`src/rtl/trig_pkg.sv`:
```
package trig_pkg;
  typedef enum logic [1:0] {
    MODE_FREE    = 2'd0,
    MODE_PATTERN = 2'd1,
    MODE_WIDTH   = 2'd2,
    MODE_DELAY   = 2'd3
  } trig_mode_e;

  typedef enum logic [1:0] {
    ST_IDLE  = 2'd0,
    ST_ARMED = 2'd1,
    ST_FIRED = 2'd2
  } trig_state_e;
endpackage

```
`src/rtl/trig_pattern.sv`:
```
module trig_pattern #(
  parameter int PAT_W = 32,
  parameter int LEN_W = $clog2(PAT_W + 1)
) (
  input  logic             clk,
  input  logic             rst_n,
  input  logic             restart,
  input  logic             run,
  input  logic             din,
  input  logic [PAT_W-1:0] pat,
  input  logic [PAT_W-1:0] mask,
  input  logic [LEN_W-1:0] len,
  output logic             hit
);
  logic [PAT_W-1:0] sh_q, sh_d, win, lmask;
  logic [LEN_W-1:0] fill_q, fill_d;
  logic [LEN_W:0]   fill_inc;
  logic             full;

  assign win      = {sh_q[PAT_W-2:0], din};
  assign fill_inc = {1'b0, fill_q} + {{LEN_W{1'b0}}, 1'b1};
  assign full     = fill_inc >= {1'b0, len};

  for (genvar i = 0; i < PAT_W; i++) begin : g_lmask
    assign lmask[i] = LEN_W'(i) < len;
  end

  assign hit = run && full && (((win ^ pat) & mask & lmask) == '0);

  always_comb begin
    sh_d   = sh_q;
    fill_d = fill_q;
    if (restart) begin
      fill_d = '0;
    end else if (run) begin
      sh_d   = win;
      fill_d = (fill_q == LEN_W'(PAT_W)) ? fill_q : fill_inc[LEN_W-1:0];
    end
  end

  always_ff @(posedge clk or negedge rst_n) begin
    if (!rst_n) begin
      sh_q   <= '0;
      fill_q <= '0;
    end else begin
      sh_q   <= sh_d;
      fill_q <= fill_d;
    end
  end

  assert_fill_bound_R5: assert property (@(posedge clk) disable iff (!rst_n)
    fill_q <= LEN_W'(PAT_W)) else $error("fill count above pattern width");
endmodule

```
`src/rtl/trig_width.sv`:
```
module trig_width #(
  parameter int COUNT_W = 24
) (
  input  logic               clk,
  input  logic               rst_n,
  input  logic               restart,
  input  logic               run,
  input  logic               din,
  input  logic               pol,
  input  logic               longer,
  input  logic [COUNT_W-1:0] thr,
  output logic               hit
);
  localparam logic [COUNT_W-1:0] MAXV = {COUNT_W{1'b1}};

  logic               active, started_q, started_d;
  logic [COUNT_W-1:0] cnt_q, cnt_d;

  assign active = (din == pol);
  assign hit = run && !active && (cnt_q != '0) &&
               (longer ? (cnt_q > thr) : (cnt_q < thr));

  always_comb begin
    started_d = started_q;
    cnt_d     = cnt_q;
    if (restart) begin
      started_d = 1'b0;
      cnt_d     = '0;
    end else if (run) begin
      if (!active) begin
        started_d = 1'b1;
        cnt_d     = '0;
      end else if (started_q) begin
        cnt_d = (cnt_q == MAXV) ? cnt_q : cnt_q + 1'b1;
      end
    end
  end

  always_ff @(posedge clk or negedge rst_n) begin
    if (!rst_n) begin
      started_q <= 1'b0;
      cnt_q     <= '0;
    end else begin
      started_q <= started_d;
      cnt_q     <= cnt_d;
    end
  end

  assert_width_sat_R9: assert property (@(posedge clk) disable iff (!rst_n)
    (run && active && cnt_q == MAXV) |=> cnt_q == MAXV) else $error("width counter wrapped");
  assert_width_qualified_R6: assert property (@(posedge clk) disable iff (!rst_n)
    (cnt_q != '0) |-> started_q) else $error("pulse counted without leading idle");
endmodule

```
`src/rtl/trig_delay.sv`:
```
module trig_delay #(
  parameter int COUNT_W = 24
) (
  input  logic               clk,
  input  logic               rst_n,
  input  logic               restart,
  input  logic               run,
  input  logic               din_a,
  input  logic               din_b,
  input  logic [COUNT_W-1:0] dmin,
  input  logic [COUNT_W-1:0] dmax,
  output logic               hit
);
  localparam logic [COUNT_W-1:0] MAXV = {COUNT_W{1'b1}};

  logic               pa_q, pb_q, ea, eb;
  logic               open_q, open_d;
  logic [COUNT_W-1:0] dcnt_q, dcnt_d, meas;
  logic               close_open, close_zero;

  assign ea         = din_a ^ pa_q;
  assign eb         = din_b ^ pb_q;
  assign close_open = open_q && eb;
  assign close_zero = !open_q && ea && eb;
  assign meas       = close_open ? dcnt_q : '0;
  assign hit = run && (close_open || close_zero) && ((meas < dmin) || (meas > dmax));

  always_comb begin
    open_d = open_q;
    dcnt_d = dcnt_q;
    if (restart) begin
      open_d = 1'b0;
      dcnt_d = '0;
    end else if (run) begin
      if (close_open) begin
        open_d = 1'b0;
      end else if (ea) begin
        if (!eb) begin
          open_d = 1'b1;
          dcnt_d = COUNT_W'(1);
        end
      end else if (open_q) begin
        dcnt_d = (dcnt_q == MAXV) ? dcnt_q : dcnt_q + 1'b1;
      end
    end
  end

  always_ff @(posedge clk or negedge rst_n) begin
    if (!rst_n) begin
      pa_q   <= 1'b0;
      pb_q   <= 1'b0;
      open_q <= 1'b0;
      dcnt_q <= '0;
    end else begin
      pa_q   <= din_a;
      pb_q   <= din_b;
      open_q <= open_d;
      dcnt_q <= dcnt_d;
    end
  end

  assert_delay_sat_R9: assert property (@(posedge clk) disable iff (!rst_n)
    (run && open_q && !ea && !eb && dcnt_q == MAXV) |=> dcnt_q == MAXV) else $error("delay counter wrapped");
  assert_delay_open_R7: assert property (@(posedge clk) disable iff (!rst_n)
    open_q |-> dcnt_q != '0) else $error("open measurement with zero count");
endmodule

```
`src/rtl/trig_unit.sv`:
```
module trig_unit
  import trig_pkg::*;
#(
  parameter int PAT_W   = 32,
  parameter int COUNT_W = 24,
  parameter int LEN_W   = $clog2(PAT_W + 1)
) (
  input  logic               clk,
  input  logic               rst_n,
  input  logic               cfg_we,
  input  logic [1:0]         cfg_mode,
  input  logic [PAT_W-1:0]   cfg_pattern,
  input  logic [PAT_W-1:0]   cfg_mask,
  input  logic [LEN_W-1:0]   cfg_len,
  input  logic               cfg_pol,
  input  logic               cfg_longer,
  input  logic [COUNT_W-1:0] cfg_thresh,
  input  logic [COUNT_W-1:0] cfg_dmin,
  input  logic [COUNT_W-1:0] cfg_dmax,
  input  logic               arm,
  input  logic               disarm,
  input  logic               din,
  input  logic               din_b,
  output logic               trig,
  output logic               armed,
  output logic               fired
);
  trig_state_e        st_q, st_d;
  trig_mode_e         mode_q;
  logic [PAT_W-1:0]   pat_q, mask_q;
  logic [LEN_W-1:0]   len_q, len_in;
  logic               pol_q, longer_q;
  logic [COUNT_W-1:0] thr_q, dmin_q, dmax_q;
  logic               cfg_en, restart, fire, trig_q, trig_d;
  logic               run_pat, run_wid, run_dly, hit_pat, hit_wid, hit_dly;

  assign cfg_en = cfg_we && (st_q == ST_IDLE);
  assign len_in = (cfg_len == '0) ? LEN_W'(1) :
                  (cfg_len > LEN_W'(PAT_W)) ? LEN_W'(PAT_W) : cfg_len;

  always_ff @(posedge clk or negedge rst_n) begin
    if (!rst_n) begin
      mode_q   <= MODE_FREE;
      pat_q    <= '0;
      mask_q   <= '0;
      len_q    <= LEN_W'(1);
      pol_q    <= 1'b1;
      longer_q <= 1'b1;
      thr_q    <= '0;
      dmin_q   <= '0;
      dmax_q   <= '0;
    end else if (cfg_en) begin
      mode_q   <= trig_mode_e'(cfg_mode);
      pat_q    <= cfg_pattern;
      mask_q   <= cfg_mask;
      len_q    <= len_in;
      pol_q    <= cfg_pol;
      longer_q <= cfg_longer;
      thr_q    <= cfg_thresh;
      dmin_q   <= cfg_dmin;
      dmax_q   <= cfg_dmax;
    end
  end

  assign run_pat = (st_q == ST_ARMED) && (mode_q == MODE_PATTERN);
  assign run_wid = (st_q == ST_ARMED) && (mode_q == MODE_WIDTH);
  assign run_dly = (st_q == ST_ARMED) && (mode_q == MODE_DELAY);

  trig_pattern #(.PAT_W(PAT_W), .LEN_W(LEN_W)) u_pattern (
    .clk(clk), .rst_n(rst_n), .restart(restart), .run(run_pat), .din(din),
    .pat(pat_q), .mask(mask_q), .len(len_q), .hit(hit_pat));

  trig_width #(.COUNT_W(COUNT_W)) u_width (
    .clk(clk), .rst_n(rst_n), .restart(restart), .run(run_wid), .din(din),
    .pol(pol_q), .longer(longer_q), .thr(thr_q), .hit(hit_wid));

  trig_delay #(.COUNT_W(COUNT_W)) u_delay (
    .clk(clk), .rst_n(rst_n), .restart(restart), .run(run_dly), .din_a(din),
    .din_b(din_b), .dmin(dmin_q), .dmax(dmax_q), .hit(hit_dly));

  always_comb begin
    fire = 1'b0;
    if (st_q == ST_ARMED) begin
      case (mode_q)
        MODE_FREE:    fire = 1'b1;
        MODE_PATTERN: fire = hit_pat;
        MODE_WIDTH:   fire = hit_wid;
        MODE_DELAY:   fire = hit_dly;
        default:      fire = 1'b0;
      endcase
    end
  end

  always_comb begin
    st_d    = st_q;
    restart = 1'b0;
    trig_d  = 1'b0;
    if (disarm) begin
      st_d = ST_IDLE;
    end else if (arm && st_q != ST_ARMED) begin
      st_d    = ST_ARMED;
      restart = 1'b1;
    end else if (fire) begin
      st_d   = ST_FIRED;
      trig_d = 1'b1;
    end
  end

  always_ff @(posedge clk or negedge rst_n) begin
    if (!rst_n) begin
      st_q   <= ST_IDLE;
      trig_q <= 1'b0;
    end else begin
      st_q   <= st_d;
      trig_q <= trig_d;
    end
  end

  assign trig  = trig_q;
  assign armed = (st_q == ST_ARMED);
  assign fired = (st_q == ST_FIRED);

  assert_trig_pulse_R10: assert property (@(posedge clk) disable iff (!rst_n)
    trig_q |=> !trig_q) else $error("trigger longer than one cycle");
  assert_trig_fired_R10: assert property (@(posedge clk) disable iff (!rst_n)
    trig_q |-> st_q == ST_FIRED) else $error("trigger without fired state");
  assert_cfg_frozen_R2: assert property (@(posedge clk) disable iff (!rst_n)
    (st_q != ST_IDLE) |=> ($stable(mode_q) && $stable(pat_q) && $stable(thr_q) && $stable(dmin_q)))
    else $error("configuration changed outside idle");
  assert_free_fires_R3: assert property (@(posedge clk) disable iff (!rst_n)
    (st_q == ST_ARMED && mode_q == MODE_FREE && !disarm) |=> trig_q) else $error("free-run did not fire");
  assert_disarm_wins_R12: assert property (@(posedge clk) disable iff (!rst_n)
    disarm |=> st_q == ST_IDLE) else $error("disarm ignored");
endmodule

```
`config.mk`:
```
export PLATFORM = sky130hd
export DESIGN_NAME = trig_unit
export DESIGN_NICKNAME = d
export VERILOG_FILES = /design/src/rtl/trig_pkg.sv /design/src/rtl/trig_pattern.sv /design/src/rtl/trig_width.sv /design/src/rtl/trig_delay.sv /design/src/rtl/trig_unit.sv
export SDC_FILE = /design/constraint.sdc
export NUM_CORES = 1
export LEC_CHECK = 0
export BUFFER_PORTS_ARGS = -buffer_cell sky130_fd_sc_hd__buf_2
export CORE_MARGIN = 2
export CORE_UTILIZATION = 42
export DETAILED_ROUTE_END_ITERATION = 10
export MAX_ROUTING_LAYER = met4
export PLACE_DENSITY = 0.69
export SYNTH_ARGS = -nofsm -noshare
export SYNTH_HDL_FRONTEND = slang
export SYNTH_SLANG_ARGS = --single-unit
```
`constraint.sdc`:
```
create_clock -name clk -period 3.59 [get_ports clk]
set_clock_uncertainty 0.05 [all_clocks]
set_input_delay 0.359 -clock clk [delete_from_list [all_inputs] [get_ports clk]]
set_output_delay 0.359 -clock clk [all_outputs]
set_load 0.01 [all_outputs]
```
==> results.sh <==
export IMPL_clk_latency_ns=0.54
export IMPL_io_buffers=155
export IMPL_tightest_slew_ns=0.982
export IMPL_h_tree_depth=1
export IMPL_p_int_mw=5.46
export IMPL_syn_nets=1644
export IMPL_clkPwrFrac_pct=36.3
export IMPL_fin_nets=1924
export IMPL_swShare_pct=30.0
export IMPL_fin_crit_ns=3.21
export IMPL_grt_pass1_vias=11000
export IMPL_yosys_register_bits=238
export IMPL_ios=156
export IMPL_violations="negative hold slack"
export IMPL_ant_nets=0
export IMPL_finalSetupViolCount=0
export IMPL_critPathLaunchType="input pin"
export IMPL_synth_seq_area_share_pct=46.8
export IMPL_area_delta_synth_final_pct=27.6
export IMPL_crit_arrival_ns=3.58
export IMPL_worstPathRequired_ns=3.96
export IMPL_grt_start_max_net_pins=96
export IMPL_dp_cells=1915
export IMPL_dp_hpwl_um=23300
export IMPL_power_switching_mw=2.35
export IMPL_slew_violations=0
export IMPL_core_rowCount=63
export IMPL_dieWidth_um=178
export IMPL_layout_common_cells="nand2_1 (357), dfrtp_1 (235), buf_2 (154)"
export IMPL_yosys_warnings=0
export IMPL_vias=11000
export IMPL_cts_tree="done"
export IMPL_drv_cap=0
export IMPL_hold_violations=1
export IMPL_ys_top_cells_by_area="dfrtp_1 (46%), nand2_1 (11%), ha_1 (7.7%), o21ai_0 (4.2%), xor2_1 (3.6%)"
export IMPL_core_area_um2=29700
export IMPL_seq_power_share_pct=43.1
export IMPL_netlist_cell_type_count=71
export IMPL_critical_path_class="input pin to register"
export IMPL_cts_inserted_buffers=27
export IMPL_yosysTopAreaCell="dfrtp_1"
export IMPL_min_path_type="input pin to register"
export IMPL_drc_errors=0
export IMPL_synth_top_cell_area_share_pct=46.2
export IMPL_postCtsSetupRepairBufs=0
export IMPL_netlist_area_um2=12700
export IMPL_cts_sinks=238
export IMPL_layout_commonest_cell="nand2_1"
export IMPL_drt_vias_per_instance=5.22
export IMPL_wl_per_cell_um=16.3
export IMPL_worstPathMaxFanout=15
export IMPL_fin_crit_sh_pct=89.5
export IMPL_clockBufferDepth=3
export IMPL_p_comb_share_pct=20.6
export IMPL_diodes=0
export IMPL_fin_cells=2104
export IMPL_synth_async_sr_flop_share_pct=100
export IMPL_grtUsageTotal_pct=22.6
export IMPL_drt_first_iter_violations=782
export IMPL_setup_tns_ns=0
export IMPL_die_h_um=178
export IMPL_total_power_mw=7.81
export IMPL_grt_pass1_wl_um=56100
export IMPL_dieArea_um2=31700
export IMPL_max_freq_ghz=0.311
export IMPL_dr_pass1_iters=5
export IMPL_start_util_pct=42.8
export IMPL_wl_um=34300
export IMPL_leakage_nw=8.04
export IMPL_clkTransAtPathRegs_ns=0.06
export IMPL_ir_drop_mv=0.342
export IMPL_drive_above_1_share_pct=15.7
export IMPL_finalHoldWorstSlack_ns=-0.00312
export IMPL_max_slew_margin_rel_pct=34.3
export IMPL_grt_overflow=0
export IMPL_grt_setup_unrepaired="false"
export IMPL_synth_edff_count=0
export IMPL_power_density_nw_per_um2=481
export IMPL_cts_root_buf="clkbuf_16"
export IMPL_gp_congestion=0.901
export IMPL_synth_ff_type="dfrtp_1"
export IMPL_antenna_found_initial=0
export IMPL_syn_area_per_cell_um2=9.01
export IMPL_status="finished with violations"
export IMPL_syn_inst=1413
export IMPL_cp_end_kind="register"
## state kept, by name, indices dropped and copies added, names as in the netlist, 24 cells and up
register / cells
dmax_q: 24
u_width.cnt_q: 24
pat_q: 32
thr_q: 24
mask_q: 32
dmin_q: 24
u_pattern.sh_q: 31
u_delay.dcnt_q: 24
## routing by layer
layer	part of all wire, %	wire, µm	global-route usage (%)	vias to the layer above
met2	46	15700	36.1	294
met5	0	0	-	-
li1	-	-	-	5394
met4	2.0	669	5.12	0
met3	5.4	1840	2.98	59
met1	47	16100	30.9	5227
## critical path, cell delays in order
cell and delay (ns):
dlygate4sd3_1 0.52, buf_2 0.18, xor2_4 0.36, and3_1 0.24, ha_1 0.15, nand4_1 0.17, nor4_1 0.39, o2111ai_1 0.21
nor3_1 0.25, a311oi_1 0.07, a211o_1 0.31, o31ai_2 0.27, a21oi_1 0.10
## cell type report
type / instances / area (µm²)
fill: 2581 / 13500
tap: 390 / 488
clock inverter: 15 / 160
multi-input combinational: 1034 / 6240
sequential: 238 / 5960
inverter: 84 / 315
clock buffer: 35 / 756
timing repair buffer: 308 / 2320
## worst paths after layout
check / to / slack, ns / from / cells past startpoint
worst min register to register: pol_q / 0.42 / pol_q / 2
worst max register to register: st_q[1] / 0.38 / u_delay.pb_q / 11
min in group asynchronous: mask_q[27] / 0.39 / rst_n / 2
worst max-delay path: st_q[1] / 0.38 / din_b / 13
worst min-delay path: pol_q / -0.003 / cfg_pol / 3
max in group asynchronous: longer_q / 2.14 / rst_n / 3
## repair_timing
item	in CTS	in global routing
setup endpoints to repair	0	2
hold endpoints to repair	231	0
hold buffers	139	0
gates resized for setup	0	1
## power groups by stage
stage | registers, mW | clock network, mW | logic, mW
detailed placement | 3.40 | 0 | 1.48
global route | 3.41 | 3.00 | 1.85
floorplan | 3.29 | 0 | 1.04
finish | 3.36 | 2.84 | 1.61
global placement | 3.39 | 0 | 1.45
CTS | 3.36 | 2.90 | 1.61
## cell usage after synthesis (all sizes together), types with 5 or more instances
cell type and n:
xor2 53, clkbuf 48, nor4 12, a211oi 11
a31oi 7, o21ai 120, a21o 5, nand4 27
mux2 31, nor2b 5, nor2 80, o211ai 14
nor3 15, o31ai 10, nand2 358, and4 7
inv 84, ha 78, or3 6, a22oi 6
nand3 33, a21oi 36, buf 9, nand2b 8
and2 8, and3 33, xnor2 11, dfrtp 235
## per-stage QoR
step / instance area, µm² / util [%] / worst slack [ns]
floorplan: 12700 / - / 0.654
global placement: 13900 / 46.9 / 0.308
detailed placement: 13900 / 46.9 / 0.268
CTS: 16200 / 54.6 / 0.284
global route: 16200 / 54.7 / 0.136
finish: 16200 / 54.7 / 0.376
## cell families after synthesis
family,after synthesis,synth area share [%]
simple gates,612,21.6
compound gates,249,12.4
flops,238,46.8
buf+inv,141,4.26
fa+ha+maj,78,7.67
xor+xnor,64,4.46
mux,31,2.74
No activity file was read; power rests on OpenSTA's default activity.
